File: config.mk
export PLATFORM = sky130hd
export DESIGN_NAME = adc_start_ctrl
export DESIGN_NICKNAME = d
export VERILOG_FILES = /design/src/rtl/adc_start_pkg.sv /design/src/rtl/adc_presc.sv /design/src/rtl/adc_trig_edge.sv /design/src/rtl/adc_conv_seq.sv /design/src/rtl/adc_start_ctrl.sv
export SDC_FILE = /design/constraint.sdc
export NUM_CORES = 1
export LEC_CHECK = 0
export ABC_AREA = 1
export BUFFER_PORTS_ARGS = -buffer_cell sky130_fd_sc_hd__buf_2
export CAP_MARGIN = 20
export CORE_UTILIZATION = 51
export DETAILED_ROUTE_END_ITERATION = 10
export PLACE_DENSITY = 0.77
export SKIP_LAST_GASP = 1
export SYNTH_ARGS = -nofsm -noshare
export SYNTH_HDL_FRONTEND = slang
export SYNTH_SLANG_ARGS = --single-unit
File: constraint.sdc
create_clock -name clk -period 1.73 [get_ports clk]
set_input_delay 0 -clock clk [delete_from_list [all_inputs] [get_ports clk]]
set_output_delay 0 -clock clk [all_outputs]
set_load 0.01 [all_outputs]
File: src/rtl/adc_start_pkg.sv
package adc_start_pkg;
    // Width of the divider select and trigger select fields
    localparam int SEL_W = 3;

    // Number of low divider bits that must be ones for a tick (code 0 aliases code 1)
    function automatic int unsigned div_exp(input logic [SEL_W-1:0] code);
        return (code == '0) ? 1 : int'(code);
    endfunction
endpackage

File: src/rtl/adc_presc.sv
// Converter clock divider.
// A free-running counter that is held at zero while the converter is disabled.
// The tick fires when the low k bits of the counter are all ones, so the divide
// ratio is 2**k. Assumes the select value never asks for more bits than W.
module adc_presc
    import adc_start_pkg::*;
#(
    parameter int W = 7
) (
    input  logic             clk,
    input  logic             rst_n,
    input  logic             en_i,
    input  logic [SEL_W-1:0] sel_i,
    output logic             tick_o
);
    logic [W-1:0] cnt_q;
    logic [W-1:0] mask;

    // Count while enabled; hold in reset otherwise
    always_ff @(posedge clk) begin
        if (!rst_n || !en_i) cnt_q <= '0;
        else                 cnt_q <= cnt_q + 1'b1;
    end

    // Build the low-bit mask for the selected divide ratio
    always_comb begin
        mask = '0;
        for (int i = 0; i < W; i++) begin
            if (i < int'(div_exp(sel_i))) mask[i] = 1'b1;
        end
    end

    // Tick when all masked bits are set
    assign tick_o = en_i && ((cnt_q & mask) == mask);

    AST_TICK_NOT_BACK_TO_BACK: assert property (@(posedge clk) disable iff (!rst_n)
        tick_o |=> !tick_o);
endmodule

File: src/rtl/adc_trig_edge.sv
// Trigger source selector and rising-edge detector.
// Code 0 selects the internal done pulse. Codes 1..NUM_EXT select the external
// bits. The selected level is registered every cycle, so a held level yields
// one edge and a pulsing source re-arms by itself.
module adc_trig_edge
    import adc_start_pkg::*;
#(
    parameter int NUM_EXT = 7
) (
    input  logic               clk,
    input  logic               rst_n,
    input  logic [SEL_W-1:0]   sel_i,
    input  logic               done_i,
    input  logic [NUM_EXT-1:0] ext_i,
    output logic               edge_o
);
    logic src;
    logic prev_q;

    // Multiplex the selected trigger source
    always_comb begin
        src = 1'b0;
        if (sel_i == '0) src = done_i;
        for (int k = 0; k < NUM_EXT; k++) begin
            if (sel_i == SEL_W'(k + 1)) src = ext_i[k];
        end
    end

    // Remember the previous level of the selected source
    always_ff @(posedge clk) begin
        if (!rst_n) prev_q <= 1'b0;
        else        prev_q <= src;
    end

    assign edge_o = src && !prev_q;

    AST_EDGE_SINGLE: assert property (@(posedge clk) disable iff (!rst_n)
        edge_o |=> (!edge_o || sel_i != $past(sel_i)));
endmodule

File: src/rtl/adc_conv_seq.sv
// Conversion sequencer model.
// Accepts a start request only when enabled and idle, then counts divided ticks
// until the conversion length is reached. The first conversion after enabling
// is longer. Requests that arrive while busy are dropped.
module adc_conv_seq #(
    parameter int CONV_TICKS  = 13,
    parameter int FIRST_TICKS = 25
) (
    input  logic clk,
    input  logic rst_n,
    input  logic en_i,
    input  logic tick_i,
    input  logic req_i,
    output logic start_o,
    output logic busy_o,
    output logic done_o
);
    localparam int CNT_W = $clog2(FIRST_TICKS);

    logic             busy_q;
    logic             first_q;
    logic             start_q;
    logic             done_q;
    logic [CNT_W-1:0] cnt_q;
    logic [CNT_W-1:0] last;

    // Final tick index for the current conversion
    assign last = first_q ? CNT_W'(FIRST_TICKS - 1) : CNT_W'(CONV_TICKS - 1);

    // Accept starts, count ticks, flag completion
    always_ff @(posedge clk) begin
        if (!rst_n) begin
            busy_q  <= 1'b0;
            first_q <= 1'b1;
            start_q <= 1'b0;
            done_q  <= 1'b0;
            cnt_q   <= '0;
        end else begin
            start_q <= 1'b0;
            done_q  <= 1'b0;
            if (!en_i) begin
                busy_q  <= 1'b0;
                first_q <= 1'b1;
                cnt_q   <= '0;
            end else if (busy_q) begin
                if (tick_i) begin
                    if (cnt_q == last) begin
                        busy_q  <= 1'b0;
                        first_q <= 1'b0;
                        done_q  <= 1'b1;
                        cnt_q   <= '0;
                    end else begin
                        cnt_q <= cnt_q + 1'b1;
                    end
                end
            end else if (req_i) begin
                busy_q  <= 1'b1;
                start_q <= 1'b1;
                cnt_q   <= '0;
            end
        end
    end

    assign start_o = start_q;
    assign busy_o  = busy_q;
    assign done_o  = done_q;

    AST_START_RAISES_BUSY: assert property (@(posedge clk) disable iff (!rst_n)
        start_q |-> busy_q);
    AST_NO_START_WHILE_BUSY: assert property (@(posedge clk) disable iff (!rst_n)
        busy_q |=> !start_q);
    AST_DONE_SINGLE_CYCLE: assert property (@(posedge clk) disable iff (!rst_n)
        done_q |=> !done_q);
    AST_DONE_ENDS_BUSY: assert property (@(posedge clk) disable iff (!rst_n)
        done_q |-> (!busy_q && $past(busy_q)));
endmodule

File: src/rtl/adc_start_ctrl.sv
// Top of the conversion start controller.
// Combines the divider, the trigger edge detector and the sequencer. A start
// request is a software write or, with auto-triggering on, a source edge. The
// done pulse loops back as trigger source 0 for continuous conversion.
module adc_start_ctrl
    import adc_start_pkg::*;
#(
    parameter int NUM_EXT     = 7,
    parameter int PRESC_W     = 7,
    parameter int CONV_TICKS  = 13,
    parameter int FIRST_TICKS = 25
) (
    input  logic               clk,
    input  logic               rst_n,
    input  logic               en_i,
    input  logic               start_wr_i,
    input  logic               auto_en_i,
    input  logic [SEL_W-1:0]   trig_sel_i,
    input  logic [SEL_W-1:0]   presc_sel_i,
    input  logic [NUM_EXT-1:0] ext_trig_i,
    output logic               adc_tick_o,
    output logic               start_pulse_o,
    output logic               busy_o,
    output logic               done_o
);
    logic tick;
    logic trig_edge;
    logic req;
    logic done;

    adc_presc #(.W(PRESC_W)) u_presc (
        .clk    (clk),
        .rst_n  (rst_n),
        .en_i   (en_i),
        .sel_i  (presc_sel_i),
        .tick_o (tick)
    );

    adc_trig_edge #(.NUM_EXT(NUM_EXT)) u_trig (
        .clk    (clk),
        .rst_n  (rst_n),
        .sel_i  (trig_sel_i),
        .done_i (done),
        .ext_i  (ext_trig_i),
        .edge_o (trig_edge)
    );

    // Merge software and hardware start requests
    assign req = start_wr_i || (auto_en_i && trig_edge);

    adc_conv_seq #(.CONV_TICKS(CONV_TICKS), .FIRST_TICKS(FIRST_TICKS)) u_seq (
        .clk     (clk),
        .rst_n   (rst_n),
        .en_i    (en_i),
        .tick_i  (tick),
        .req_i   (req),
        .start_o (start_pulse_o),
        .busy_o  (busy_o),
        .done_o  (done)
    );

    assign adc_tick_o = tick;
    assign done_o     = done;

    AST_IDLE_WHEN_DISABLED: assert property (@(posedge clk) disable iff (!rst_n)
        !en_i |=> !busy_o);
endmodule

==> summary.md <==
| Metric | Value |
|---|---|
| Final wirelength | `1760 um` |
| Vias in the first global route | `767` |
| Cell Pwr Density | `663 nW/um^2` |
| Initial antenna violation count | `0` |
| WS Path Type | `reg2reg` |
| Max rail drop VDD | `0.570 mV` |
| Core Area | `1580 sq um` |
| H-Tree Depth | `1` |
| Row Count | `14` |
| Die Area | `1920 sq um` |
| Count of final setup violators | `0` |
| Via density | `5.12` |
| Leakage power | `0.473 nW` |
| Yosys cell types | `23` |
| Power, Total | `702 uW` |
| Multi-input gate area | `487 sq um` |
| Die W | `43.8 um` |
| Boundary Pins | `22` |
| Diodes inserted | `0` |
| Worst EP required | `1.97 ns` |
| Worst setup margin | `0.318 ns` |
| CTS tree | `yes` |
| DR iter-0 viols | `15` |
| Synthesized area | `891 sq um` |
| Dpl hpwl | `1360 um` |
| Yosys top cell area share | `0.382` |
| Total GRT Usage | `0.213` |
| Syn_area_per_cell | `7.07 sq um` |
| Num CTS Buffers | `3` |
| Crit-path max FO | `4` |
| Fmax achieved | `708 MHz` |
| P&R area growth vs syn | `19.0%` |
| Pins Over Slew Limit | `0` |
| RSZ-0062 raised after global routing | `no` |
| Min Tclk post-route | `1.41 ns` |
| Grt ovf | `0` |
| Dominant register cell in the synthesized netlist | `dfxtp_1` |
| Routability Congestion | `0.798` |
| Dpl ws | `0.347 ns` |
| Worst-Skew Late Latency | `0.30 ns` |
| Sink Count | `17` |
| FF+latch count, synth | `17` |
| Failing checks | `design-rule violations` |
| Synth top cells by count | `nand2_1, dfxtp_1, nor2_1` |
| Largest cells by area after synthesis | `dfxtp_1, nand2_1, nand3_1` |
| I/O Buffers | `21` |
| First-pass GRT wire length | `3040 um` |
| Fin crit share | `0.816` |
| Most numerous cell in the Yosys netlist | `nand2_1` |
| Mapped Cells | `126` |
| CTS Root Cell | `clkbuf_4` |
| Synth area leader | `dfxtp_1` |
| Max_cap viols | `0` |
| Fin. Hold Viols | `0` |
| CP Capture Type | `flip-flop` |
| Largest net degree at the start of global routing | `12` |
| Routed vias | `860` |
| Nets | `174` |
| Setup TNS | `0 ns` |
| Initial core utilization | `0.565` |
| Post-synthesis async set-or-reset flop share | `0` |
| Status | `complete, but fails checks` |
| Drt drc | `4` |
| Pre-antenna DRT Iters | `7` |
| Fraction of layout instances using a drive strength above 1 | `0.250` |
| # fillers | `143` |
| CTS Buffer Depth | `2` |
| Data arrival, critical path | `1.66 ns` |
| Slew @ Worst Pin | `0.240 ns` |
| Post-route antenna net violation count | `0` |
| CP Launch Type | `flip-flop` |
| Sequential Area | `340 sq um` |
| Post-synth EDFFs | `0` |
| Mapped Nets | `147` |
| Max-slew headroom | `0.839` |
| Register area share after synthesis | `0.382` |
| Min-Delay Path Class | `in2reg` |
| DR WL/cell | `10.5 um` |
| Clk_skew | `0.00417 ns` |
| Die Y | `43.8 um` |
| Clock-pin transition on the worst setup and hold timing paths | `0.10 ns` |
| Syn. warnings | `0` |
==> cells by family (layout without fill, tap and decap cells) <==
family | Yosys count | after routing | share of synthesized area
xor gates and xnor gates | 4 | 4 | 0.0393
DFF | 17 | 17 | 0.382
AOI/OAI and AO/OA | 17 | 17 | 0.115
and+or+nand+nor | 68 | 68 | 0.350
adders and majority gates | 3 | 3 | 0.0421
buffers and inverters | 17 | 43 | 0.0716
==> metal layers <==
metal  global-route usage  vias to the layer above  part of all wire  routed length, um
met5                    0                        -                 0                  0
met4               0.0563                        0            0.0062                 11
met3               0.0667                        2             0.059                104
met2                0.355                       26              0.47                832
met1                0.264                      377              0.46                813
li1                     -                      455                 -                  -
==> metrics by stage <==
step	cells	hold slack [ns]	utilization	area (sq um)
CTS	168	0.00931	0.672	1060
finish	168	0.0107	0.672	1060
global placement	163	0.274	0.647	1020
floorplan	126	0.154	-	891
detailed placement	163	0.273	0.647	1020
global route	168	0.0336	0.672	1060
==> cell usage in the layout (no fill, tap or decap) <==
cell,instances
nand2_1,26
buf_2,21
nor2_1,17
dfxtp_1,17
inv_1,15
nand3_1,14
a21oi_1,5
a21oi_2,4
o21ai_0,4
xor2_1,3
o21ai_1,3
ha_1,3
clkbuf_4,3
nand3_2,2
nand2_2,2
nor3_1,2
nor3_2,1
and2_2,1
xnor2_1,1
inv_2,1
nand3b_1,1
nor2_2,1
nand4_1,1
a21boi_0,1
clkinvlp_4,1
dlygate4sd3_1,1
buf_4,1
==> layout make-up <==
cell class / instances / area share
clock buffer: 3 / 0.0213
clock inverter: 1 / 0.00708
inverter: 16 / 0.0567
multi-input combinational: 92 / 0.459
sequential: 17 / 0.321
tap: 16 / 0.0189
timing repair buffer: 23 / 0.116
==> what timing repair did <==
| action | in CTS | in global routing |
|---|---|---|
| gates resized for setup | 0 | 0 |
| endpoints found under the hold margin | 1 | 0 |
| buffers inserted | 0 | 0 |
| hold buffers | 1 | 0 |
==> state kept, by name, summed over array words and instances, names as in the netlist <==
name / flops
u_seq.start_o: 1
u_seq.done_o: 1
u_seq.first_q: 1
u_seq.cnt_q: 5
u_presc.cnt_q: 7
u_trig.prev_q: 1
u_seq.busy_o: 1
==> worst max-delay path, stage by stage, from the launching register on <==
cell	delay, ns
dfxtp_1	0.39
inv_1	0.07
ha_1	0.19
nand2_1	0.06
inv_1	0.04
nand3_1	0.13
nand4_1	0.16
inv_1	0.13
nand2_1	0.08
a21oi_2	0.12
==> final timing paths <==
check / start / end / cells after the start / slack [ns]
hold / removal: trig_sel_i[2] / u_trig.prev_q / 3 / 0.01
hold reg to reg: u_presc.cnt_q[0] / u_presc.cnt_q[0] / 1 / 0.48
setup / recovery: u_seq.cnt_q[0] / u_seq.cnt_q[1] / 9 / 0.32
setup reg to reg: u_seq.cnt_q[0] / u_seq.cnt_q[1] / 9 / 0.32
==> report_power, final <==
part           switching, mW  total, mW  internal, mW
Clock                  0.132      0.220        0.0881
Sequential           0.00486      0.403         0.398
Combinational         0.0439     0.0792        0.0353
No activity file was read; power rests on OpenSTA's default activity.
